### src/rtl/jk_pkg.sv
package jk_pkg;
  localparam int unsigned PAIRS_PER_BLK = 3;
  localparam int unsigned BITS_PER_BLK  = 2 * PAIRS_PER_BLK;

  // carry survival over three bits, top to bottom, given carry in = 1
  function automatic logic d3(input logic g_hi, input logic p_hi,
                              input logic g_md, input logic p_md, input logic p_lo);
    return g_hi | (p_hi & (g_md | (p_md & p_lo)));
  endfunction
endpackage

### src/rtl/jk_pair_stage.sv
module jk_pair_stage
  import jk_pkg::*;
#(
  parameter int unsigned BLOCKS = 3,
  localparam int unsigned W  = BITS_PER_BLK * BLOCKS,
  localparam int unsigned NP = W / 2
) (
  input  logic [W-1:0]  a_i,
  input  logic [W-1:0]  b_i,
  input  logic          cin_i,
  output logic [W:1]    x_o,
  output logic [NP-1:0] gev_o,
  output logic [NP-1:1] pev_o,
  output logic [NP-1:0] pr_o,
  output logic [NP-1:0] dsel_o,
  output logic [BLOCKS-1:0] mid_q_o,
  output logic [BLOCKS-1:0] base_p_o,
  output logic [BLOCKS-1:0] blk_d_o
);
  // internal position k holds operand bit k-1; position 0 is the carry-in
  logic [W-1:0] g;
  logic [W-1:1] p;

  assign g[0] = cin_i;
  assign x_o  = a_i ^ b_i;

  for (genvar k = 1; k < W; k++) begin : g_bit
    assign g[k] = a_i[k-1] & b_i[k-1];
    assign p[k] = a_i[k-1] | b_i[k-1];
  end

  for (genvar m = 0; m < NP; m++) begin : g_pair
    assign pr_o[m]  = g[2*m+1] | g[2*m];
    assign gev_o[m] = g[2*m];
    if (m > 0) begin : g_pev
      assign pev_o[m] = p[2*m];
    end
    if ((m % PAIRS_PER_BLK) == PAIRS_PER_BLK - 1) begin : g_dlong
      assign dsel_o[m] = blk_d_o[m / PAIRS_PER_BLK];
    end else begin : g_dshort
      assign dsel_o[m] = p[2*m+1];
    end
  end

  for (genvar t = 0; t < BLOCKS; t++) begin : g_blk
    localparam int unsigned B0 = BITS_PER_BLK * t;
    assign mid_q_o[t] = p[B0+2] & p[B0+1];
    assign blk_d_o[t] = d3(g[B0+5], p[B0+5], g[B0+4], p[B0+4], p[B0+3]);
    if (t == 0) begin : g_base0
      assign base_p_o[t] = 1'b1;
    end else begin : g_basen
      assign base_p_o[t] = p[B0];
    end
  end
endmodule

### src/rtl/jk_prefix_tree.sv
module jk_prefix_tree
  import jk_pkg::*;
#(
  parameter int unsigned BLOCKS = 3,
  localparam int unsigned NP = PAIRS_PER_BLK * BLOCKS
) (
  input  logic [NP-1:0]     pr_i,
  input  logic [BLOCKS-1:0] mid_q_i,
  input  logic [BLOCKS-1:0] base_p_i,
  input  logic [BLOCKS-1:0] blk_d_i,
  output logic [NP-1:0]     rpre_o
);
  logic [NP-1:0]     loc;    // stage 2: reduced generate inside the block
  logic [NP-1:0]     qx;     // stage 3: hyperpropagate toward the lower prefix
  logic [BLOCKS-1:0] low;    // R^3 prefix ending just below block t
  logic [BLOCKS-1:0] low_d;  // D of the three bits just below block t

  for (genvar t = 0; t < BLOCKS; t++) begin : g_blk
    localparam int unsigned M0 = PAIRS_PER_BLK * t;

    assign loc[M0]   = pr_i[M0];
    assign loc[M0+1] = pr_i[M0+1] | (mid_q_i[t] & pr_i[M0]);
    assign loc[M0+2] = pr_i[M0+2] | pr_i[M0+1] | (mid_q_i[t] & pr_i[M0]);

    if (t == 0) begin : g_first
      assign low[t]   = 1'b0;
      assign low_d[t] = 1'b0;
    end else begin : g_rest
      assign low[t]   = loc[M0-1] | (qx[M0-1] & low[t-1]);
      assign low_d[t] = blk_d_i[t-1];
    end

    assign qx[M0]   = base_p_i[t] & low_d[t];
    assign qx[M0+1] = base_p_i[t] & mid_q_i[t] & low_d[t];
    assign qx[M0+2] = base_p_i[t] & mid_q_i[t] & low_d[t];

    for (genvar u = 0; u < PAIRS_PER_BLK; u++) begin : g_out
      assign rpre_o[M0+u] = loc[M0+u] | (qx[M0+u] & low[t]);
    end
  end
endmodule

### src/rtl/jk_sum_select.sv
module jk_sum_select
  import jk_pkg::*;
#(
  parameter int unsigned BLOCKS = 3,
  localparam int unsigned W  = BITS_PER_BLK * BLOCKS,
  localparam int unsigned NP = W / 2
) (
  input  logic [W:1]    x_i,
  input  logic [NP-1:0] gev_i,
  input  logic [NP-1:1] pev_i,
  input  logic [NP-1:0] dsel_i,
  input  logic [NP-1:0] rpre_i,
  output logic [W-1:0]  sum_o
);
  assign sum_o[0] = x_i[1] ^ gev_i[0];

  for (genvar m = 0; m < NP; m++) begin : g_even
    assign sum_o[2*m+1] = rpre_i[m] ? (x_i[2*m+2] ^ dsel_i[m]) : x_i[2*m+2];
  end

  for (genvar m = 0; m < NP - 1; m++) begin : g_odd
    logic hit, miss;
    assign miss = x_i[2*m+3] ^ gev_i[m+1];
    assign hit  = x_i[2*m+3] ^ (gev_i[m+1] | (pev_i[m+1] & dsel_i[m]));
    assign sum_o[2*m+2] = rpre_i[m] ? hit : miss;
  end
endmodule

### src/rtl/jk_adder.sv
module jk_adder
  import jk_pkg::*;
#(
  parameter int unsigned BLOCKS = 3,
  localparam int unsigned W  = BITS_PER_BLK * BLOCKS,
  localparam int unsigned NP = W / 2
) (
  input  logic [W-1:0] a_i,
  input  logic [W-1:0] b_i,
  input  logic         cin_i,
  output logic [W-1:0] sum_o
);
  logic [W:1]        x;
  logic [NP-1:0]     gev, pr, dsel, rpre;
  logic [NP-1:1]     pev;
  logic [BLOCKS-1:0] mid_q, base_p, blk_d;

  jk_pair_stage #(.BLOCKS(BLOCKS)) u_pair (
    .a_i(a_i), .b_i(b_i), .cin_i(cin_i),
    .x_o(x), .gev_o(gev), .pev_o(pev), .pr_o(pr), .dsel_o(dsel),
    .mid_q_o(mid_q), .base_p_o(base_p), .blk_d_o(blk_d)
  );

  jk_prefix_tree #(.BLOCKS(BLOCKS)) u_tree (
    .pr_i(pr), .mid_q_i(mid_q), .base_p_i(base_p), .blk_d_i(blk_d),
    .rpre_o(rpre)
  );

  jk_sum_select #(.BLOCKS(BLOCKS)) u_sum (
    .x_i(x), .gev_i(gev), .pev_i(pev), .dsel_i(dsel), .rpre_i(rpre),
    .sum_o(sum_o)
  );
endmodule

### config.mk
export PLATFORM = sky130hd
export DESIGN_NAME = jk_adder
export DESIGN_NICKNAME = d
export VERILOG_FILES = /design/src/rtl/jk_pkg.sv /design/src/rtl/jk_pair_stage.sv /design/src/rtl/jk_prefix_tree.sv /design/src/rtl/jk_sum_select.sv /design/src/rtl/jk_adder.sv
export SDC_FILE = /design/constraint.sdc
export NUM_CORES = 1
export LEC_CHECK = 0
export BUFFER_PORTS_ARGS = -buffer_cell sky130_fd_sc_hd__buf_2
export CORE_ASPECT_RATIO = 0.75
export CORE_UTILIZATION = 40
export DETAILED_ROUTE_END_ITERATION = 6
export GPL_ROUTABILITY_DRIVEN = 0
export PLACE_DENSITY = 0.74
export REMOVE_ABC_BUFFERS = 1
export SETUP_SLACK_MARGIN = 0.4
export SLEW_MARGIN = 20
export SYNTH_ARGS = -nofsm -noshare
export SYNTH_HDL_FRONTEND = slang
export SYNTH_SLANG_ARGS = --single-unit
### constraint.sdc
create_clock -name vclk -period 2.85
set_input_delay 0.4275 -clock vclk [all_inputs]
set_output_delay 0.4275 -clock vclk [all_outputs]
set_load 0.1 [all_outputs]
## After elaboration in Yosys (flattened, before gate mapping)

Index checks and enable logic that the tools add are counted.

- Mux-type cells: 17
- Bitwise logic cells: 118

Operators by type and width:

| cell | count |
|---|---|
| $or 1x1->1 | 52 |
| $and 1x1->1 | 39 |
| $xor 1x1->1 | 26 |
| $xor 18x18->18 | 1 |
| $mux 1 | 17 |

- Register bits after elaboration: 0
- Input port bits: 37
- Logic and storage cells: 135

## Depth between registers and ports, before layout

Gate-level depths: netlist of run 1.

- Depth in word-level cells: 11
- Mapped depth: 9
- Gate-level depth less buffers: 9

## Cells and area by module

From an unflattened synthesis of run 1, not the netlist that was laid out.

- Cells, all modules: 164
- Area total of the unflattened synthesis: 1153.6 sq um

By module, submodules not included:

| module | times used | cells each | area each (sq um) | seq. area each (sq um) |
|---|---|---|---|---|
| jk_pair_stage | 1 | 112 | 790.8 | 0.0 |
| jk_sum_select | 1 | 35 | 241.5 | 0.0 |
| jk_prefix_tree | 1 | 17 | 121.4 | 0.0 |

## Worst setup path after synthesis of run 1

No wires, ideal clock.

- Path kind: input -> output
- Start: input a_i[8]
- End: output sum_o[17]
- Arrival time: 4066 ps
- Slack: -1643 ps
- Stages on the path: 9
- Cell sequence: inv_1 ha_1 fa_1 o21ba_2 nor2_1 o31ai_1 a2bb2oi_4 nor4_1 a311oi_1

- Cells in the longest elaborated chain, start to end: 9
- Elaborated cells on any way between the ends: 14

Ends and longest elaborated chain:

| element | line | source |
|---|---|---|
| from (decl) | jk_adder.sv:8 | `input logic [W-1:0] a_i,` |
| $or 1x1->1 | jk_pair_stage.sv:29 | `assign p[k] = a_i[k-1] \| b_i[k-1];` |
| $and 1x1->1 | jk_pkg.sv:8 | `return g_hi \| (p_hi & (g_md \| (p_md & p_lo)));` |
| $or 1x1->1 | jk_pkg.sv:8 |  |
| $and 1x1->1 | jk_pkg.sv:8 |  |
| $or 1x1->1 | jk_pkg.sv:8 |  |
| $and 1x1->1 | jk_prefix_tree.sv:35 | `assign qx[M0+2] = base_p_i[t] & mid_q_i[t] & low_d[t];` |
| $and 1x1->1 * | jk_prefix_tree.sv:38 | `assign rpre_o[M0+u] = loc[M0+u] \| (qx[M0+u] & low[t]);` |
| $or 1x1->1 * | jk_prefix_tree.sv:38 |  |
| $mux 1 * | jk_sum_select.sv:18 | `assign sum_o[2*m+1] = rpre_i[m] ? (x_i[2*m+2] ^ dsel_i[m]) : x_i[2*m+2];` |
| to (decl) | jk_adder.sv:11 | `output logic [W-1:0] sum_o` |

Every way passes the cells marked *; elsewhere a longest branch is shown, timed or not.

## Worst setup path in the final report of run 1

- Start: input b_i[2]
- End: output sum_o[6]

- Cells in the longest elaborated chain, start to end: 9
- Elaborated cells on any way between the ends: 13

Ends and longest elaborated chain:

| element | line | source |
|---|---|---|
| from (decl) | jk_adder.sv:9 | `input logic [W-1:0] b_i,` |
| $or 1x1->1 | jk_pair_stage.sv:29 |  |
| $and 1x1->1 | jk_pkg.sv:8 |  |
| $or 1x1->1 | jk_pkg.sv:8 |  |
| $and 1x1->1 | jk_pkg.sv:8 |  |
| $or 1x1->1 | jk_pkg.sv:8 |  |
| $and 1x1->1 | jk_sum_select.sv:24 | `assign hit = x_i[2*m+3] ^ (gev_i[m+1] \| (pev_i[m+1] & dsel_i[m]));` |
| $or 1x1->1 | jk_sum_select.sv:24 |  |
| $xor 1x1->1 | jk_sum_select.sv:24 |  |
| $mux 1 * | jk_sum_select.sv:25 | `assign sum_o[2*m+2] = rpre_i[m] ? hit : miss;` |

Marked as above.

==> impl_metrics.toml, run 1 <==
[status]
status = "finished, violations left"
violations = "negative setup slack"

[worst_hold_path]
hold_class = "input pin to output pin"

[floorplanning]
die_area_um2 = 3220
core_area_um2 = 2720
fp.dieW_um = 65.2
start_util_pct = 44.1
io_pins = 55
die_y_um = 49.4
rows = 16

[global_routing]
grt_start_max_net_pins = 6
grtUsageTotal_pct = 19.3
grt_pass1_wl_um = 5090
grt_overflow = 0
grt_pass1_vias = 1244
antenna_found_initial = 0

[sta]
finalSetupViolations = 6
setup_ws_ns = -0.228
hold_viol_final = 0
rsz0062_at_grt = "yes"
slew_headroom_pct = 66.7
period_needed_ns = 3.08
drv_slew = 0
max_freq_ghz = 0.325
period_share_pct = 108
tightest_slew_ns = 0.502

[drt]
routedWlPerCell_um = 17.3
first_pass_iters = 4
drc = 0
via_per_inst = 5.06
drtAntennaViolNets = 0
wirelength_um = 4590
num_vias = 1340
drtIter0Drc = 60

[synth]
syn_area_um2 = 1200
seq_area_frac_synth_pct = 0
postSynthAreaPerCell_um2 = 8.28
synth_top_area_cell = "ha_1"
synth_area_leaders = "ha_1 (35%), fa_1 (13%), inv_1 (12%)"
synthCells = 145
synth_top_area_share_pct = 35.5
synth_warnings = 0
ys_types = 27

[power_and_ir_drop]
internal-power_mw = 0.441
leakagePower_nw = 1.22
ir_drop_v = 0.000373
p_sw_mw = 0.650
seq_power_share_pct = 0
swShare_pct = 59.6
power.density_nw_per_um2 = 446
p_clk_share_pct = 0
combPwrFrac_pct = 100.0

[final_layout]
n_clock_buffer = 0
area_delta_synth_final_pct = 104
drive_above_1_share_pct = 63.3
antennaDiodeCount = 0
seq_cells = 0
ff_latch_area_um2 = 0
stdcell_area_um2 = 2450
layout.nets = 310

[placement]
portBuffers = 55
hpwl_um = 2330
dpl_cell_area_um2 = 1840
dp_slack_ns = -0.109

[setup_path]
arrival_ns = 2.65
setup.worst_path.end_class = "output pin"
cp.buffers_inverters = 6
worstPathMaxFanout = 3
critical_path.slowest_cell = "fa_2"
criticalPathCategory = "input pin to output pin"
worstPathRequired_ns = 2.42
critical_path.cell_chain = "buf_8, inv_4, ha_4, inv_2, fa_2, a21oi_2, buf_6, inv_4, fa_2, mux2i_1, xnor2_1, bufbuf_16"
cp_top_family = "adder cells"
cp-start-kind = "input pin"
slowest_delay_ns = 0.36

[clock_network]
hold_buffers = 0

[flow_run]
cap_viol_max_count = 0
[timing repair]
action | in CTS | in global routing
resized for setup | 48 | 68
gates cloned | 0 | 0
buffers inserted | 1 | 12
setup endpoints to repair | 16 | 16
pin swaps | 12 | 31
[cell type report]
type	instances	area [µm²]
multi-input combinational	106	1370
timing repair buffer	84	871
fill	112	275
inverter	39	164
tap	36	45.0
[tightest hold or removal path: cells and delay by family]
family / cells / cell delay (ns)
xor+xnor: 1 / 0.07
buf+inv: 2 / 0.41
[power by group through the flow]
stage	clock [mW]	sequential [mW]	combinational (mW)
after floorplan	0	0	0.575
after global routing	0	0	1.13
final	0	0	1.09
after CTS	0	0	0.937
after global placement	0	0	0.861
after detailed placement	0	0	0.872
[final timing paths]
check | start | to | slack (ns) | depth (start not counted)
hold / removal | cin_i | sum_o[0] | 1.34 | 3
setup / recovery | b_i[2] | sum_o[6] | -0.23 | 12
[metal layers]
layer / track usage (%) / up-vias / share of wire (%)
met4: 1.45 / 0 / 4.1
li1: - / 632 / -
met3: 0.935 / 16 / 5.6
met1: 21.7 / 629 / 39
met2: 40.2 / 63 / 52
met5: 0 / - / 0
[stage by stage]
stage	setup TNS (ns)	utilization (%)	hold WS [ns]	cells	total power [mW]
2_1_floorplan	-9.97	-	1.31	145	0.575
3_5_place_dp	-0.292	67.4	1.31	252	0.872
6_report	-0.417	89.9	1.34	265	1.09
4_1_cts	-0.00468	74.9	1.31	253	0.937
3_3_place_gp	-0.0876	67.4	1.29	252	0.861
5_1_grt	-0.713	89.9	1.36	265	1.13
[synth_stat cells, drive strengths merged]
library cell	n
a21o	1
a2bb2oi	1
a311oi	1
nor2b	1
mux2	4
nand2	5
o21ba	1
fa	8
o31a	2
a21boi	1
or3	1
xor2	3
mux2i	4
nor2	13
inv	39
nor4	2
o31ai	5
nor3	2
a21oi	6
ha	34
o311a	1
xnor2	7
o21ai	3
[placed cells by master, fill, tap and decap left out, types with 5 or more instances in the layout]
| master | count |
|---|---|
| ha_4 | 8 |
| inv_4 | 5 |
| xnor2_1 | 6 |
| buf_12 | 9 |
| buf_6 | 18 |
| ha_1 | 24 |
| nor2_1 | 7 |
| buf_4 | 20 |
| nand2_1 | 5 |
| buf_2 | 28 |
| inv_1 | 24 |
| inv_2 | 9 |
[kinds of logic after synthesis]
family	after synthesis	synth area share (%)
buffers and inverters	39	12.2
adders and majority gates	42	48.8
xor gates and xnor gates	10	7.30
AOI/OAI and AO/OA	22	16.1
muxes	8	7.09
and+or+nand+nor	24	8.55
Note: power is estimated with default switching activity, not from simulation.
==> inputs of run 2 (changes only) <==
Settings changed: CORE_UTILIZATION 40 to 50, PLACE_DENSITY 0.74 to 0.89.
==> impl_metrics.toml, run 2 <==
[synth]
synth_area_leaders = "ha_1 (35%), fa_1 (13%), inv_1 (12%)"
postSynthAreaPerCell_um2 = 8.28
synth_top_area_cell = "ha_1"
seq_area_frac_synth_pct = 0
ys_types = 27
synthCells = 145
yosysMostFrequentCell = "inv_1"
synth_warnings = 0
netlist_top_cells_count = "inv_1 (39), ha_1 (34), nor2_1 (13)"
syn_area_um2 = 1200
synth_top_area_share_pct = 35.5

[placement]
portBuffers = 55
hpwl_um = 2860
dpl_cell_area_um2 = 1810

[status]
lastStage = "clock tree synthesis (4_1_cts)"
status = "aborted with a tool error"
first-error = "[ERROR DPL-0038] Utilization greater than 100%, impossible to legalize"

[floorplanning]
fp.dieW_um = 58.6
rows = 14
die_y_um = 44.4
io_pins = 55
start_util_pct = 56.1

[clock_network]
hold_buffers = 0
postCtsSetupRepairBufs = 10
cts_resized = 78
-- run 2: cell counts after synthesis --
No cell type changed its count.
-- run 2: per-stage QoR --
step           worst slack, ns  instances  setup TNS (ns)
3_3_place_gp           -0.0331        245         -0.0845
2_1_floorplan            -1.64        145           -9.97
3_5_place_dp            -0.106        245          -0.555
-- run 2: cells by family after synthesis --
group | after synthesis | synth area share (%)
XOR/XNOR | 10 | 7.30
AO/OA/AOI/OAI | 22 | 16.1
multiplexers | 8 | 7.09
buffers and inverters | 39 | 12.2
adder cells (fa/ha/maj) | 42 | 48.8
AND/OR/NAND/NOR | 24 | 8.55
==> inputs of run 3 (changes only) <==
Settings changed: CORE_AREA set to 2 2 63 65, CORE_ASPECT_RATIO 0.75 to unset, CORE_UTILIZATION 50 to unset, DIE_AREA set to 0 0 65 67, PLACE_DENSITY 0.89 to unset, PLACE_DENSITY_LB_ADDON set to 0.15, SETUP_SLACK_MARGIN 0.4 to unset.
==> impl_metrics.toml, run 3 (same netlist as run 1, synthesis figures left out) <==
[power_and_ir_drop]
leakagePower_nw = 1.13
power.density_nw_per_um2 = 438
total_power_mw = 0.959
ir_drop_v = 0.000268

[drt]
num_vias = 1221
drc = 0
wirelength_um = 2980
drtAntennaViolNets = 0
via_per_inst = 4.51
first_pass_iters = 4
drtIter0Drc = 16
routedWlPerCell_um = 11.0

[sta]
tightest_slew_ns = 0.488
finalSetupViolations = 0
period_needed_ns = 2.79
fin_hold_ws_ns = 1.31
max_freq_ghz = 0.359
rsz0062_at_grt = "yes"
slew_headroom_pct = 67.7
setup_ws_ns = 0.0617
drv_slew = 0
hold_viol_final = 0
period_share_pct = 97.8

[floorplanning]
fp.dieW_um = 65
rows = 22
io_pins = 55
die_y_um = 67
die_area_um2 = 4360
start_util_pct = 33.3
core_area_um2 = 3610

[final_layout]
ff_latch_area_um2 = 0
fillCellCount = 328
layout.nets = 304
seq_cells = 0
stdcell_area_um2 = 2190
antennaDiodeCount = 0
final_cell_mix = "buf_2 (29), ha_1 (27), inv_1 (23), buf_4 (23)"
final_common_cell = "buf_2"
n_clock_buffer = 0
area_delta_synth_final_pct = 82.5
drive_above_1_share_pct = 53.8

[global_routing]
grt_pass1_vias = 1244
grt_overflow = 0
grt_start_max_net_pins = 6
met2_usage_pct = 28.1
grtUsageTotal_pct = 13.3
met3_usage_pct = 2.20
grt_busiest_layer = "met2"
grt_pass1_wl_um = 4850
antenna_found_initial = 0
use_met1_pct = 14.5

[placement]
portBuffers = 55
dp_slack_ns = -0.0848
dpl_cell_area_um2 = 1870
hpwl_um = 2510

[worst_hold_path]
worstHoldStart = "cin_i"
holdPathStages = 3
hold_end = "sum_o[0]"
hold_class = "input pin to output pin"

[flow_run]
cap_viol_max_count = 0

[setup_path]
worstPathMaxFanout = 4
arrival_ns = 2.36
criticalPathCategory = "input pin to output pin"
cp-start-kind = "input pin"
worstPathRequired_ns = 2.42
startpoint = "b_i[7]"
setup.worst_path.end_class = "output pin"

[status]
status = "completed"
-- run 3: worst max path at each step --
stage,endpoint,depth (start not counted)
floorplan,sum_o[17],9
global placement,sum_o[15],11
detailed placement,sum_o[17],12
CTS,sum_o[16],9
global route,sum_o[16],11
finish,sum_o[16],9
-- run 3: through the flow --
step	std cells	setup TNS, ns	utilization (%)
2_1_floorplan	145	-9.97	-
3_3_place_gp	266	-0.220	51.7
3_5_place_dp	266	-0.430	51.7
4_1_cts	268	0	55.4
5_1_grt	271	-0.0946	60.7
6_report	271	0	60.7
-- run 3: per-layer routing --
layer / share of wire (%) / vias to the layer above / routed length (µm)
met1: 38 / 566 / 1120
met5: 0 / - / 0
li1: - / 619 / -
met4: 0 / 0 / 0
met3: 7.0 / 0 / 208
met2: 55 / 36 / 1650
-- run 3: area by class of cell --
| class | count | area, µm² | share of cell area (%) |
|---|---|---|---|
| multi-input cells | 106 | 1210 | 55.2 |
| well taps | 48 | 60.1 | 2.74 |
| inverters | 39 | 156 | 7.14 |
| repair buffers | 78 | 764 | 34.9 |
-- run 3: repair_timing --
action                                  4_1_cts  5_1_grt
resized for setup                            27       42
setup buffers                                 3        3
endpoints found under the setup margin        9       10
pin swaps                                    14       15
hold buffers                                  0        0
-- run 3: critical path, stage by stage --
cell and delay [ns]:
buf_2 0.10, inv_2 0.05, ha_4 0.16, or3_4 0.34
o31ai_4 0.34, a2bb2oi_4 0.23, mux2i_1 0.23, xnor2_1 0.14
bufbuf_16 0.34
-- run 3: power by group --
| group | switching, mW | leakage (nW) | internal (mW) |
|---|---|---|---|
| logic | 0.593 | 1.13 | 0.365 |
| registers | 0 | 0 | 0 |
| clock network | 0 | 0 | 0 |
| total | 0.593 | 1.13 | 0.365 |
==> inputs of run 4 (changes only) <==
Settings changed: ABC_AREA set to 1, CORE_AREA 2 2 63 65 to unset, CORE_UTILIZATION set to 35, DIE_AREA 0 0 65 67 to unset.
==> impl_metrics.toml, run 4 <==
[sta]
finalSetupViolations = 0
period_share_pct = 94.5
drv_slew = 0
setup_ws_ns = 0.156
period_needed_ns = 2.69
fin_hold_ws_ns = 1.31
hold_viol_final = 0
max_freq_ghz = 0.371
rsz0062_at_grt = "no"
slew_headroom_pct = 68.0
fin_setup_tns_ns = 0
tightest_slew_ns = 0.484

[setup_path]
worstPathMaxFanout = 3
setup.worst_path.end_class = "output pin"
critical_path.slowest_cell = "fa_1"
worstPathRequired_ns = 2.42
criticalPathCategory = "input pin to output pin"
slowest_delay_ns = 0.36
path_depth = 11
crit_top_cell = "nor2_1"
cp_top_family = "adder cells"
cp.buffers_inverters = 3
startpoint = "a_i[8]"
cp-start-kind = "input pin"
arrival_ns = 2.27
critical_path.cell_chain = "buf_2, inv_1, ha_1, fa_2, nor2_1, nor2_1, fa_1, nand2_1, o21ai_1, xnor2_1, bufbuf_16"
cp-endpoint = "sum_o[12]"

[global_routing]
antenna_found_initial = 0
grt_busiest_layer = "met2"
met2_usage_pct = 24.5
grt_overflow = 0
grtUsageTotal_pct = 12.6
grt_start_max_net_pins = 7
grt_pass1_wl_um = 4440
use_met1_pct = 15.7
grt_pass1_vias = 1184
met3_usage_pct = 1.07

[final_layout]
final_common_cell = "inv_1"
ff_latch_area_um2 = 0
drive_above_1_share_pct = 34.1
stdcell_area_um2 = 1920
layout.nets = 330
post-route-util_pct = 52.0
multi_input_area_um2 = 1170
seq_cells = 0
antennaDiodeCount = 0
n_clock_buffer = 0
fillCellCount = 377
final_cell_mix = "inv_1 (48), buf_2 (42), ha_1 (34)"
area_delta_synth_final_pct = 41.9
finalNonFillerCells = 297

[synth]
synth_warnings = 0
postSynthAreaPerCell_um2 = 7.00
synth_top_family_by_area = "adder cells"
synth_top_area_cell = "ha_1"
synth_top_area_share_pct = 31.5
synth-compound-area-share_pct = 2.96
synth_area_leaders = "ha_1 (31%), inv_1 (13%), fa_1 (12%)"
syn_area_um2 = 1350
synthMuxAreaShare_pct = 1.67
synthAdderAreaFrac_pct = 43.3
yosysMostFrequentCell = "inv_1"
seq_area_frac_synth_pct = 0
ys_types = 24
synth_xor_area_share_pct = 5.19
synthCells = 193
netlist_top_cells_count = "inv_1 (48), ha_1 (34), nand2_1 (30)"
synthSimpleGateAreaFrac_pct = 32.1

[clock_network]
cts_resized = 0
postCtsSetupRepairBufs = 0
hold_buffers = 0

[power_and_ir_drop]
combPwrFrac_pct = 100.0
swShare_pct = 66.8
ir_drop_v = 0.000202
seq_power_share_pct = 0
power.density_nw_per_um2 = 447
leakagePower_nw = 1.15
p_clk_share_pct = 0
total_power_mw = 0.858
internal-power_mw = 0.285
p_sw_mw = 0.573

[floorplanning]
start_util_pct = 36.6
die_y_um = 64.1
die_area_um2 = 4110
io_pins = 55
rows = 22
core_area_um2 = 3690
fp.dieW_um = 64.1

[drt]
via_per_inst = 4.17
drtAntennaViolNets = 0
first_pass_iters = 4
drc = 0
num_vias = 1239
wirelength_um = 2350
routedWlPerCell_um = 7.91
drtIter0Drc = 20

[placement]
hpwl_um = 2220
dp_slack_ns = 0.0429
portBuffers = 55
dpl_cell_area_um2 = 1890
dpl.cell_count = 297

[worst_hold_path]
hold_class = "input pin to output pin"

[flow_run]
cap_viol_max_count = 0

[status]
status = "completed"
-- run 4: changes by cell type after synthesis, moves of 5 or more --
cell | previous run | this run
nand2_1 | 5 | 30
inv_2 | 0 | 5
nand3_1 | 0 | 11
nand2_4 | 0 | 6
inv_1 | 39 | 48
-- run 4: area by class of cell --
cell class,count,area share (%)
tap,48,3.13
multi-input combinational,140,60.9
inverter,53,10.4
timing repair buffer,56,25.6
-- run 4: cells by family (layout without fill, tap and decap cells) --
family | after synthesis | count (layout)
multiplexers | 2 | 2
adder cells (fa/ha/maj) | 42 | 42
XOR/XNOR | 8 | 8
AO/OA/AOI/OAI | 8 | 8
buffers and inverters | 53 | 109
AND/OR/NAND/NOR | 80 | 80
-- run 4: worst min-delay path, stage by stage --
cell    delay, ns
buf_2        0.10
xor2_1       0.06
buf_2        0.28
-- run 4: power by group through the flow --
stage	logic (mW)	registers, mW	clock network, mW
2_1_floorplan	0.584	0	0
3_3_place_gp	0.844	0	0
3_5_place_dp	0.848	0	0
4_1_cts	0.851	0	0
5_1_grt	0.911	0	0
6_report	0.858	0	0
-- run 4: metal layers --
| metal | share of wire (%) | vias up |
|---|---|---|
| met1 | 46 | 526 |
| li1 | - | 682 |
| met2 | 47 | 31 |
| met4 | 0 | 0 |
| met5 | 0 | - |
| met3 | 6.0 | 0 |
-- run 4: worst min path at each step --
stage                     start  endpoint  slack, ns  cells after the start
after global routing      cin_i  sum_o[0]       1.32                      3
after floorplan           cin_i  sum_o[0]       1.31                      1
after CTS                 cin_i  sum_o[0]       1.31                      3
after global placement    cin_i  sum_o[0]       1.30                      3
final                     cin_i  sum_o[0]       1.31                      3
after detailed placement  cin_i  sum_o[0]       1.31                      3
